$ cat config.mk
export PLATFORM = sky130hd
export DESIGN_NAME = dsagu
export DESIGN_NICKNAME = d
export VERILOG_FILES = /design/src/rtl/dsagu.sv
export SDC_FILE = /design/constraint.sdc
export NUM_CORES = 1
export LEC_CHECK = 0
export BUFFER_PORTS_ARGS = -buffer_cell sky130_fd_sc_hd__buf_2
export CAP_MARGIN = 25
export CORE_MARGIN = 10
export CORE_UTILIZATION = 53
export DETAILED_ROUTE_END_ITERATION = 16
export PLACE_DENSITY_LB_ADDON = 0.15
export SYNTH_ARGS = -nofsm -noshare
export SYNTH_HDL_FRONTEND = slang
export SYNTH_SLANG_ARGS = --single-unit
export TNS_END_PERCENT = 30
$ cat constraint.sdc
create_clock -name clk -period 2.7 [get_ports clk]
set_clock_uncertainty 0.15 [all_clocks]
set_input_delay 0.135 -clock clk [delete_from_list [all_inputs] [get_ports clk]]
set_output_delay 0.135 -clock clk [all_outputs]
set_load 0.03 [all_outputs]
$ cat src/rtl/dsagu.sv
module dsagu #(
  parameter int AW       = 16,
  parameter int SPW      = 8,
  parameter int QW       = 6,
  parameter int REG_CNT  = 32,
  parameter int IO_CNT   = 64,
  parameter int SRAM_CNT = 128,
  parameter int PAIR_LO  = 26
) (
  input  logic           clk,
  input  logic           rst_n,
  input  logic           start,
  input  logic [2:0]     op,
  input  logic           wr,
  input  logic [1:0]     ptr_sel,
  input  logic [AW-1:0]  ptr_x,
  input  logic [AW-1:0]  ptr_y,
  input  logic [AW-1:0]  ptr_z,
  input  logic [QW-1:0]  q,
  input  logic [AW-1:0]  dir_addr,
  input  logic [SPW-1:0] sp,
  output logic           busy,
  output logic           done,
  output logic [AW-1:0]  addr,
  output logic [1:0]     region,
  output logic           oor,
  output logic           mem_re,
  output logic           mem_we,
  output logic           ptr_we,
  output logic [4:0]     wb_idx,
  output logic [AW-1:0]  ptr_new,
  output logic           sp_we,
  output logic [SPW-1:0] sp_new
);
  localparam int IO_BASE   = REG_CNT;
  localparam int SRAM_BASE = REG_CNT + IO_CNT;
  localparam int TOP       = SRAM_BASE + SRAM_CNT;

  logic [1:0]     ph;
  logic           ok_q, st_q, pu_q, su_q;
  logic [AW-1:0]  ptr, a_c, pn_c;
  logic [SPW-1:0] sn_c, sp_inc;
  logic           ok_c, st_c, pu_c, su_c;
  logic [1:0]     rg_c;

  assign ptr    = (ptr_sel == 2'd0) ? ptr_x : (ptr_sel == 2'd1) ? ptr_y : ptr_z;
  assign sp_inc = sp + 1'b1;

  always_comb begin
    a_c  = ptr;
    pn_c = ptr;
    sn_c = sp;
    ok_c = (ptr_sel != 2'd3);
    st_c = wr;
    pu_c = 1'b0;
    su_c = 1'b0;
    case (op)
      3'd0: begin a_c = dir_addr; ok_c = 1'b1; end
      3'd1: ;
      3'd2: begin pn_c = ptr + 1'b1; pu_c = 1'b1; end
      3'd3: begin a_c = ptr - 1'b1; pn_c = ptr - 1'b1; pu_c = 1'b1; end
      3'd4: begin a_c = ptr + AW'(q); ok_c = (ptr_sel == 2'd1) || (ptr_sel == 2'd2); end
      3'd5: begin a_c = AW'(sp); sn_c = sp - 1'b1; su_c = 1'b1; st_c = 1'b1; ok_c = 1'b1; end
      3'd6: begin a_c = AW'(sp_inc); sn_c = sp_inc; su_c = 1'b1; st_c = 1'b0; ok_c = 1'b1; end
      default: ok_c = 1'b0;
    endcase
    if (!ok_c) rg_c = 2'd3;
    else if (a_c < AW'(IO_BASE)) rg_c = 2'd0;
    else if (a_c < AW'(SRAM_BASE)) rg_c = 2'd1;
    else if (a_c < AW'(TOP)) rg_c = 2'd2;
    else rg_c = 2'd3;
  end

  always_ff @(posedge clk or negedge rst_n) begin
    if (!rst_n) begin
      ph      <= 2'd0;
      ok_q    <= 1'b0;
      st_q    <= 1'b0;
      pu_q    <= 1'b0;
      su_q    <= 1'b0;
      addr    <= '0;
      region  <= 2'd0;
      ptr_new <= '0;
      sp_new  <= '0;
      wb_idx  <= 5'(PAIR_LO);
    end else begin
      case (ph)
        2'd0: if (start) begin
          ph      <= 2'd1;
          ok_q    <= ok_c;
          st_q    <= st_c;
          pu_q    <= pu_c & ok_c;
          su_q    <= su_c & ok_c;
          addr    <= a_c;
          region  <= rg_c;
          ptr_new <= pn_c;
          sp_new  <= sn_c;
          wb_idx  <= 5'(PAIR_LO) + {2'b0, ptr_sel, 1'b0};
        end
        2'd1:    ph <= 2'd2;
        default: ph <= 2'd0;
      endcase
    end
  end

  assign busy   = (ph != 2'd0);
  assign done   = (ph == 2'd2);
  assign oor    = busy && ok_q && (region == 2'd3);
  assign mem_re = (ph == 2'd1) && ok_q && !st_q;
  assign mem_we = (ph == 2'd1) && ok_q && st_q && (region != 2'd3);
  assign ptr_we = done && pu_q;
  assign sp_we  = done && su_q;
endmodule


==> flow_metrics.env, run 1 <==
export IMPL_portBuffers=139
export IMPL_dr_pass1_iters=5
export IMPL_hold_path_class="primary input to flip-flop"
export IMPL_end_kind="flip-flop"
export IMPL_power_density_nw_per_um2=508
export IMPL_grt_pass1_wl_um=30500
export IMPL_hold_viol_final=1
export IMPL_first_global_vias=5743
export IMPL_period_minus_slack_ns=3.06
export IMPL_wirelength_um=20300
export IMPL_cap_violations=0
export IMPL_violations="hold timing, setup timing"
export IMPL_nNetsFinal=974
export IMPL_grt_usage=0.287
export IMPL_clock_latency_ns=0.31
export IMPL_worst_pin_slew_ns=0.827
export IMPL_clock_sinks=51
export IMPL_period_share=1.13
export IMPL_drt_initial_drc_count=818
export IMPL_critPathRequiredTime_ns=2.75
export IMPL_yosys_area_top_type="dfrtp_1"
export IMPL_path_common_cell="buf_12"
export IMPL_maxSlewViolCount=0
export IMPL_rsz0062_at_grt="yes"
export IMPL_dpl_hpwl_um=16000
export IMPL_syn_avg_cell_area_um2=7.57
export IMPL_crit_chain="buf_12, inv_12, ha_4, buf_12, mux2i_2, o21ai_2, buf_4, fa_2, a21o_1, o21ba_4, o21ai_4, o311a_1, o32ai_4, a211oi_2, nand4_1, nor3_2, a21oi_1"
export IMPL_ys_ff_latch=51
export IMPL_layout_drive_gt1_share=0.396
export IMPL_start_util=0.551
export IMPL_drc=0
export IMPL_gr_total_overflow=0
export IMPL_syn_to_final_growth_pct=42.3
export IMPL_grt_antenna_before_repair=0
export IMPL_tritoncts="built"
export IMPL_synth_seq_area_share=0.264
export IMPL_ir_drop_uv=317
export IMPL_fmax_mhz=327
export IMPL_cp_arrival_ns=3.10
export IMPL_clkTransAtPathRegs_ns=0.10
export IMPL_cts_root_buf="clkbuf_8"
export IMPL_finalSetupTns_ns=-1.76
export IMPL_critPathKind="primary input to flip-flop"
export IMPL_synth_top_area_share=0.253
export IMPL_io_pins=141
export IMPL_cp_start_kind="primary input"
export IMPL_syn_nets=742
export IMPL_synth_top_cells_by_count="104 x nand2_1, 71 x o21ai_0, 49 x dfrtp_1"
export IMPL_routed_via_density=6.17
export IMPL_slowest_delay_ns=0.40
export IMPL_whs_ns=-0.000526
export IMPL_synth_main_ff_cell="dfrtp_1"
export IMPL_relSlewSlack=0.434
export IMPL_row_count=34
export IMPL_ys_async_sr_fraction=1.00
export IMPL_cts_made_buffers=5
export IMPL_core_um2=8810
export IMPL_post_route_util=0.784
export IMPL_synth_most_common_cell="nand2_1"
export IMPL_grt_max_degree=56
export IMPL_synthCells=641
export IMPL_chipWidth_um=116
export IMPL_synth_edff_count=0
export IMPL_critical_path_slowest_cell="fa_2"
export IMPL_setup_ws_ns=-0.358
export IMPL_p_leak_nw=3.09
export IMPL_cts_max_path_buffers=2
export IMPL_vias=6059
export IMPL_path_max_fanout=9
export IMPL_htree_levels=2
export IMPL_ant_nets=0
export IMPL_diodes=0
export IMPL_yosys_warnings=0
export IMPL_outcome="finished with violations"
export IMPL_netlist_area_um2=4850
export IMPL_gp_congestion=1.04
export IMPL_synth_distinct_cells=77
export IMPL_die_area_um2=13400
export IMPL_finalSetupViolations=12
export IMPL_die_y_um=116
export IMPL_wl_per_cell_um=20.7
export IMPL_synth_area_leaders="dfrtp_1 25%, nand2_1 8.0%, o21ai_0 7.3%"
==> cells by family after synthesis <==
logic type | Yosys count | synth area share
simple gates | 252 | 0.252
compound gates | 203 | 0.266
buf+inv | 64 | 0.0665
flops | 51 | 0.264
xor+xnor | 30 | 0.0542
mux | 26 | 0.0596
fa+ha+maj | 14 | 0.0376
other cells | 1 | 0.000773
==> area by class of cell <==
| type | count | area, um^2 |
|---|---|---|
| clock inverter | 3 | 28.8 |
| fill | 633 | 1900 |
| sequential | 51 | 1280 |
| timing repair buffer | 270 | 1740 |
| multi-input combinational | 526 | 3570 |
| tap | 108 | 135 |
| clock buffer | 5 | 68.8 |
| inverter | 19 | 86.3 |
==> worst max-delay path, delay by kind of cell <==
| family | cells | cell delay, ns |
|---|---|---|
| fa+ha+maj | 2 | 0.60 |
| mux | 1 | 0.22 |
| compound gates | 8 | 1.34 |
| simple gates | 2 | 0.30 |
| buf+inv | 4 | 0.49 |
==> registers in the layout, indices dropped and copies added (netlist names), 2 cells and up <==
signal	flops
sp_new	8
ptr_new	16
wb_idx	3
ph	2
addr	16
region	2
==> worst paths after layout <==
path,startpoint,endpoint,slack [ns],cells past startpoint
worst max-delay path,ptr_sel[1],region[1]$_DFFE_PN0P_,-0.36,17
worst min register to register,sp_new[2]$_DFFE_PN0P_,sp_new[2]$_DFFE_PN0P_,0.33,2
max in group asynchronous,rst_n,sp_new[5]$_DFFE_PN0P_,1.50,3
worst min-delay path,ptr_sel[0],wb_idx[1]$_DFFE_PN1P_,-0.0005,3
worst max register to register,ph[1]$_DFFE_PN0P_,region[1]$_DFFE_PN0P_,0.57,8
min in group asynchronous,rst_n,ptr_new[9]$_DFFE_PN0P_,0.26,2
==> report_power, final <==
group / internal, mW / leakage (nW) / switching (mW)
Combinational: 0.724 / 2.42 / 1.24
Clock: 0.193 / 0.0502 / 0.284
Sequential: 0.961 / 0.620 / 0.108
Total: 1.88 / 3.09 / 1.63
==> metrics by stage <==
stage | hold slack (ns) | setup WS [ns] | power (mW) | instance area (um^2) | std cells
after floorplan | -0.311 | -0.537 | 2.17 | 4960 | 641
after global placement | 0.0457 | -0.696 | 2.83 | 6440 | 961
after detailed placement | 0.0686 | -0.783 | 2.88 | 6440 | 961
after CTS | 0.00000874 | -0.317 | 3.40 | 6680 | 976
after global routing | 0.0232 | -0.492 | 3.68 | 6910 | 982
final | -0.000526 | -0.358 | 3.51 | 6910 | 982
==> routing by layer <==
| layer | share of wire | vias to the layer above | track usage |
|---|---|---|---|
| li1 | - | 2796 | - |
| met1 | 0.40 | 2796 | 0.382 |
| met2 | 0.45 | 415 | 0.453 |
| met3 | 0.12 | 52 | 0.0682 |
| met4 | 0.023 | 0 | 0.0834 |
| met5 | 0 | - | 0 |
==> timing repair <==
action | CTS | global route
endpoints found under the hold margin | 29 | 0
setup endpoints to repair | 19 | 22
setup buffers | 6 | 6
pin swaps | 11 | 12
gates resized for setup | 23 | 32
hold buffers | 1 | 0
==> cell usage in the layout, fill, tap and decap left out, types with 16 or more instances in the layout <==
cell,count
a21oi_1,29
buf_2,138
buf_4,123
dfrtp_1,49
mux2i_1,19
nand2_1,103
nand3_1,17
nor2_1,46
nor3_1,16
o21ai_0,63
xnor2_1,22
(Power assumes the default switching activity.)
==> inputs of run 2 (changes only) <==
--- a/config.mk
+++ b/config.mk
@@ -10,6 +10,7 @@
 export CORE_MARGIN = 10
 export CORE_UTILIZATION = 53
 export DETAILED_ROUTE_END_ITERATION = 16
+export HOLD_SLACK_MARGIN = 0.06
 export PLACE_DENSITY_LB_ADDON = 0.15
 export SYNTH_ARGS = -nofsm -noshare
 export SYNTH_HDL_FRONTEND = slang
==> flow_metrics.env, run 2 (synthesis results as in run 1) <==
export IMPL_outcome="finished with violations"
export IMPL_violations="setup timing"
export IMPL_clock_latency_ns=0.31
export IMPL_setup_ws_ns=-0.362
export IMPL_dp_slack_ns=-0.783
export IMPL_grt_pass1_wl_um=30500
export IMPL_critical_path_slowest_cell="or3_1"
export IMPL_grt_max_degree=56
export IMPL_nNetsFinal=979
export IMPL_path_max_fanout=9
export IMPL_ant_nets=0
export IMPL_grt_antenna_before_repair=0
export IMPL_crit_start="ptr_sel[1]"
export IMPL_placed_cell_area_um2=6440
export IMPL_crit_chain="buf_12, inv_12, ha_4, buf_12, mux2i_2, o21ai_2, buf_4, fa_2, a21o_1, o21ba_4, o21ai_4, buf_4, a211oi_1, nand2_1, o211ai_1, or3_1, a31oi_1"
export IMPL_hold_depth=4
export IMPL_finalSetupTns_ns=-1.74
export IMPL_total_power_mw=3.52
export IMPL_cts_made_buffers=5
export IMPL_min_to="st_q$_DFFE_PN0P_"
export IMPL_wl_per_cell_um=20.6
export IMPL_end_kind="flip-flop"
export IMPL_diodes=0
export IMPL_dr_pass1_iters=5
export IMPL_syn_to_final_growth_pct=44.0
export IMPL_cts_max_path_buffers=2
export IMPL_slowest_delay_ns=0.39
export IMPL_finalSetupViolations=11
export IMPL_reg2reg_to="region[1]$_DFFE_PN0P_"
export IMPL_post_route_util=0.794
export IMPL_htree_levels=2
export IMPL_chipWidth_um=116
export IMPL_hold_viol_final=0
export IMPL_final_common_cell="buf_2"
export IMPL_reg_top3="addr: 16 flops, ptr_new: 16 flops, sp_new: 8 flops"
export IMPL_cap_violations=0
export IMPL_critPathKind="primary input to flip-flop"
export IMPL_drc=0
export IMPL_wirelength_um=20300
export IMPL_cp_start_kind="primary input"
export IMPL_fillers=610
export IMPL_cts_root_buf="clkbuf_8"
export IMPL_maxSlewViolCount=0
export IMPL_ir_drop_uv=317
export IMPL_reg2reg_depth=8
export IMPL_r2r_start="ph[1]$_DFFE_PN0P_"
export IMPL_hp_start="wr"
export IMPL_critPathRequiredTime_ns=2.79
export IMPL_dpl_hpwl_um=16000
export IMPL_period_minus_slack_ns=3.06
export IMPL_layout_drive_gt1_share=0.399
export IMPL_portBuffers=139
export IMPL_wl_met1_um=8240
export IMPL_gr_total_overflow=0
export IMPL_tritoncts="built"
export IMPL_gp_congestion=1.04
export IMPL_rsz0062_at_grt="yes"
export IMPL_drt_initial_drc_count=700
export IMPL_period_share=1.13
export IMPL_p_leak_nw=3.11
export IMPL_fmax_mhz=327
export IMPL_relSlewSlack=0.465
export IMPL_io_pins=141
export IMPL_hold_path_class="primary input to flip-flop"
export IMPL_wl_met3_um=2400
export IMPL_core_um2=8810
export IMPL_multiInputGateArea_um2=3610
export IMPL_power_density_nw_per_um2=504
export IMPL_die_area_um2=13400
export IMPL_routed_top_layer="met4"
export IMPL_start_util=0.551
export IMPL_clkTransAtPathRegs_ns=0.11
export IMPL_dr_wl_met2_um=9150
export IMPL_grt_usage=0.287
export IMPL_final_cells=987
export IMPL_clock_sinks=51
export IMPL_routed_via_density=6.14
export IMPL_whs_ns=0.104
export IMPL_die_y_um=116
export IMPL_final_cell_mix="138 x buf_2, 126 x buf_4, 103 x nand2_1"
export IMPL_first_global_vias=5755
export IMPL_reg2reg_slack_ns=0.57
export IMPL_post_place_cells=961
export IMPL_fin_area_um2=6990
export IMPL_cp_arrival_ns=3.15
export IMPL_regArea_um2=1280
export IMPL_vias=6063
export IMPL_worst_pin_slew_ns=0.783
export IMPL_row_count=34
==> run 2: worst max-delay path by stage <==
stage / slack [ns] / end / cells after the start
3_5_place_dp: -0.78 / region[0]$_DFFE_PN0P_ / 18
2_1_floorplan: -0.54 / region[0]$_DFFE_PN0P_ / 16
5_1_grt: -0.49 / region[0]$_DFFE_PN0P_ / 18
6_report: -0.36 / region[0]$_DFFE_PN0P_ / 17
3_3_place_gp: -0.70 / region[0]$_DFFE_PN0P_ / 16
4_1_cts: -0.32 / region[0]$_DFFE_PN0P_ / 18
==> run 2: cell type report <==
type / instances / share of cell area
multi-input combinational: 526 / 0.516
timing repair buffer: 275 / 0.255
sequential: 51 / 0.183
tap: 108 / 0.0193
inverter: 19 / 0.0124
clock buffer: 5 / 0.00985
clock inverter: 3 / 0.00412
==> run 2: worst max-delay path: cells and delay by family <==
kind                     cells  cell delay (ns)
AO/OA/AOI/OAI                7             1.08
buffers and inverters        5             0.65
adder cells (fa/ha/maj)      2             0.58
AND/OR/NAND/NOR              2             0.47
multiplexers                 1             0.22
==> run 2: timing repair <==
item	CTS	global route
gates resized for setup	23	39
hold endpoints to repair	31	0
setup buffers	6	9
hold buffers	3	0
pin swaps	11	19
endpoints found under the setup margin	19	22
==> run 2: per-layer routing <==
metal / global-route usage / vias up
li1: - / 2816
met1: 0.385 / 2792
met2: 0.453 / 401
met3: 0.0636 / 54
met4: 0.0859 / 0
met5: 0 / -
==> run 2: power by group <==
group | internal, mW | switching, mW
Combinational | 0.734 | 1.24
Clock | 0.193 | 0.284
Sequential | 0.961 | 0.108
Total | 1.89 | 1.63
==> inputs of run 3 (changes only) <==
--- a/config.mk
+++ b/config.mk
@@ -5,10 +5,11 @@
 export SDC_FILE = /design/constraint.sdc
 export NUM_CORES = 1
 export LEC_CHECK = 0
+export ABC_AREA = 1
 export BUFFER_PORTS_ARGS = -buffer_cell sky130_fd_sc_hd__buf_2
 export CAP_MARGIN = 25
 export CORE_MARGIN = 10
-export CORE_UTILIZATION = 53
+export CORE_UTILIZATION = 41
 export DETAILED_ROUTE_END_ITERATION = 16
 export HOLD_SLACK_MARGIN = 0.06
 export PLACE_DENSITY_LB_ADDON = 0.15
==> flow_metrics.env, run 3 <==
export IMPL_hold_viol_final=0
export IMPL_yosys_warnings=0
export IMPL_period_minus_slack_ns=2.58
export IMPL_p_switching_mw=1.71
export IMPL_path_max_fanout=7
export IMPL_wirelength_um=19600
export IMPL_routed_via_density=5.35
export IMPL_worst_pin_slew_ns=0.636
export IMPL_synth_most_common_cell="nand2_1"
export IMPL_rsz0062_at_grt="yes"
export IMPL_regArea_um2=1280
export IMPL_ant_nets=0
export IMPL_gr_total_overflow=0
export IMPL_grt_max_degree=44
export IMPL_synth_top_area_share=0.250
export IMPL_clkTransAtPathRegs_ns=0.08
export IMPL_power_density_nw_per_um2=541
export IMPL_netlist_area_um2=4910
export IMPL_vias=5923
export IMPL_period_share=0.955
export IMPL_cap_violations=0
export IMPL_dr_pass1_iters=5
export IMPL_grt_pass1_wl_um=30500
export IMPL_portBuffers=139
export IMPL_chipWidth_um=129
export IMPL_ys_async_sr_fraction=1.00
export IMPL_row_count=39
export IMPL_syn_nets=852
export IMPL_post_route_util=0.588
export IMPL_reg_top3="addr: 16 flops, ptr_new: 16 flops, sp_new: 8 flops"
export IMPL_maxSlewViolCount=0
export IMPL_die_area_um2=16800
export IMPL_cts_max_path_buffers=2
export IMPL_die_y_um=129
export IMPL_whs_ns=0.0574
export IMPL_top_usage_layer="met2"
export IMPL_htree_levels=2
export IMPL_outcome="finished clean"
export IMPL_ys_ff_latch=51
export IMPL_grt_antenna_before_repair=0
export IMPL_fillers=1140
export IMPL_layout_drive_gt1_share=0.358
export IMPL_multiInputGateArea_um2=3390
export IMPL_final_cell_mix="198 x nand2_1, 137 x buf_2, 79 x buf_4"
export IMPL_drc=0
export IMPL_cts_root_buf="clkbuf_16"
export IMPL_seq_power_share=0.293
export IMPL_grt_use_met3=0.0436
export IMPL_syn_to_final_growth_pct=38.6
export IMPL_reg2reg_slack_ns=0.53
export IMPL_p_comb_frac=0.520
export IMPL_synth_main_ff_cell="dfrtp_1"
export IMPL_ir_drop_uv=490
export IMPL_intPower_mw=1.97
export IMPL_grt_usage=0.229
export IMPL_cp_arrival_ns=2.64
export IMPL_dpl_hpwl_um=15800
export IMPL_core_um2=11600
export IMPL_syn_avg_cell_area_um2=6.54
export IMPL_yosys_area_top_type="dfrtp_1"
export IMPL_synth_seq_area_share=0.260
export IMPL_clock_latency_ns=0.31
export IMPL_end_kind="flip-flop"
export IMPL_finalSetupViolations=0
export IMPL_synth_edff_count=0
export IMPL_fmax_mhz=388
export IMPL_final_common_cell="nand2_1"
export IMPL_synth_area_leaders="dfrtp_1 25%, nand2_1 16%, nand3_1 8.4%"
export IMPL_synth_distinct_cells=50
export IMPL_synthCells=751
export IMPL_drt_initial_drc_count=517
export IMPL_clock_sinks=51
export IMPL_nNetsFinal=1065
export IMPL_critPathKind="primary input to flip-flop"
export IMPL_gr_usage_met1=0.314
export IMPL_relSlewSlack=0.576
export IMPL_tritoncts="built"
export IMPL_synth_top_cells_by_count="208 x nand2_1, 82 x nand3_1, 70 x inv_1"
export IMPL_p_leak_nw=3.40
export IMPL_start_util=0.425
export IMPL_diodes=0
export IMPL_use_met2=0.362
export IMPL_cts_made_buffers=5
export IMPL_gp_congestion=0.954
export IMPL_swShare=0.464
export IMPL_wl_per_cell_um=17.7
export IMPL_cp_start_kind="primary input"
export IMPL_clock_power_share=0.187
export IMPL_critPathRequiredTime_ns=2.76
export IMPL_hold_path_class="primary input to flip-flop"
export IMPL_first_global_vias=5710
export IMPL_io_pins=141
==> run 3: cell types whose count changed after synthesis, moves of 11 or more <==
cell and delta:
o21ai_0 -21, inv_1 +55, nand2_1 +104, clkbuf_1 -14, nand3_1 +65, o21a_1 -15
nand3_2 +12, xnor2_1 -21, mux2i_1 -20, nand2_4 +11
==> run 3: layout make-up <==
type,count,share of cell area
clock inverter,3,0.00404
clock buffer,5,0.0184
multi-input combinational,591,0.498
timing repair inverter,1,0.000919
timing repair buffer,230,0.216
tap,143,0.0263
inverter,84,0.0489
sequential,51,0.188
==> run 3: per-stage QoR <==
step                      total power [mW]  TNS (ns)  setup WS [ns]  std cells  cell area [um^2]
after floorplan                       2.21         0         0.0162        751              4930
after global placement                2.90     -4.55         -0.438       1086              6300
after detailed placement              2.92     -5.27         -0.511       1086              6300
after CTS                             3.66         0         0.0174       1103              6600
after global routing                  3.93   -0.0934        -0.0621       1108              6810
final                                 3.68         0          0.121       1108              6810
==> run 3: worst paths after layout <==
path,from,to,cells after the start
max in group asynchronous,rst_n,ptr_new[11]$_DFFE_PN0P_,3
worst max register to register,ph[0]$_DFFE_PN0P_,sp_new[5]$_DFFE_PN0P_,7
worst min-delay path,ptr_sel[1],wb_idx[3]$_DFFE_PN1P_,3
min in group asynchronous,rst_n,addr[11]$_DFFE_PN0P_,2
worst max-delay path,ptr_sel[1],region[1]$_DFFE_PN0P_,25
worst min register to register,ph[1]$_DFFE_PN0P_,ph[1]$_DFFE_PN0P_,1
==> run 3: cells by family after synthesis <==
logic type               share of synthesized area
XOR/XNOR                                   0.00892
adder cells (fa/ha/maj)                     0.0372
flip-flops                                   0.260
other                                     0.000764
multiplexers                               0.00204
AO/OA/AOI/OAI                                0.152
buffers and inverters                       0.0948
AND/OR/NAND/NOR                              0.444
==> run 3: repair_timing <==
item | CTS | global route
hold buffers | 7 | 0
endpoints found under the setup margin | 9 | 12
cloned | 1 | 1
buffers inserted | 1 | 4
endpoints found under the hold margin | 31 | 0
pin swaps | 3 | 26
gates resized for setup | 15 | 41
==> run 3: layer usage <==
metal  wire, um  vias up
li1           -     2919
met1       8970     2754
met2       9000      230
met3       1310       20
met4        311        0
met5          0        -
==> run 3: worst max-delay path: stages <==
cell     delay (ns)
buf_8          0.10
inv_6          0.05
ha_4           0.20
inv_8          0.05
buf_6          0.10
or2_0          0.22
nand2_2        0.09
inv_2          0.06
ha_4           0.26
nand2_2        0.08
nor2_2         0.04
nand2_1        0.09
nand3_2        0.14
nand2_4        0.14
nand2_4        0.08
nand2_2        0.06
nand2_1        0.06
nand3_2        0.07
nand3_2        0.07
nor2_2         0.12
nand2_1        0.08
nor2_2         0.14
nand3_1        0.09
nand2_1        0.07
inv_1          0.04
==> run 3: power groups by stage <==
stage | Sequential (mW) | Combinational [mW] | Clock, mW
finish | 1.08 | 1.91 | 0.690
global route | 1.11 | 2.09 | 0.730
CTS | 1.08 | 1.87 | 0.712
detailed placement | 1.09 | 1.83 | 0
floorplan | 1.45 | 0.758 | 0
global placement | 1.08 | 1.82 | 0
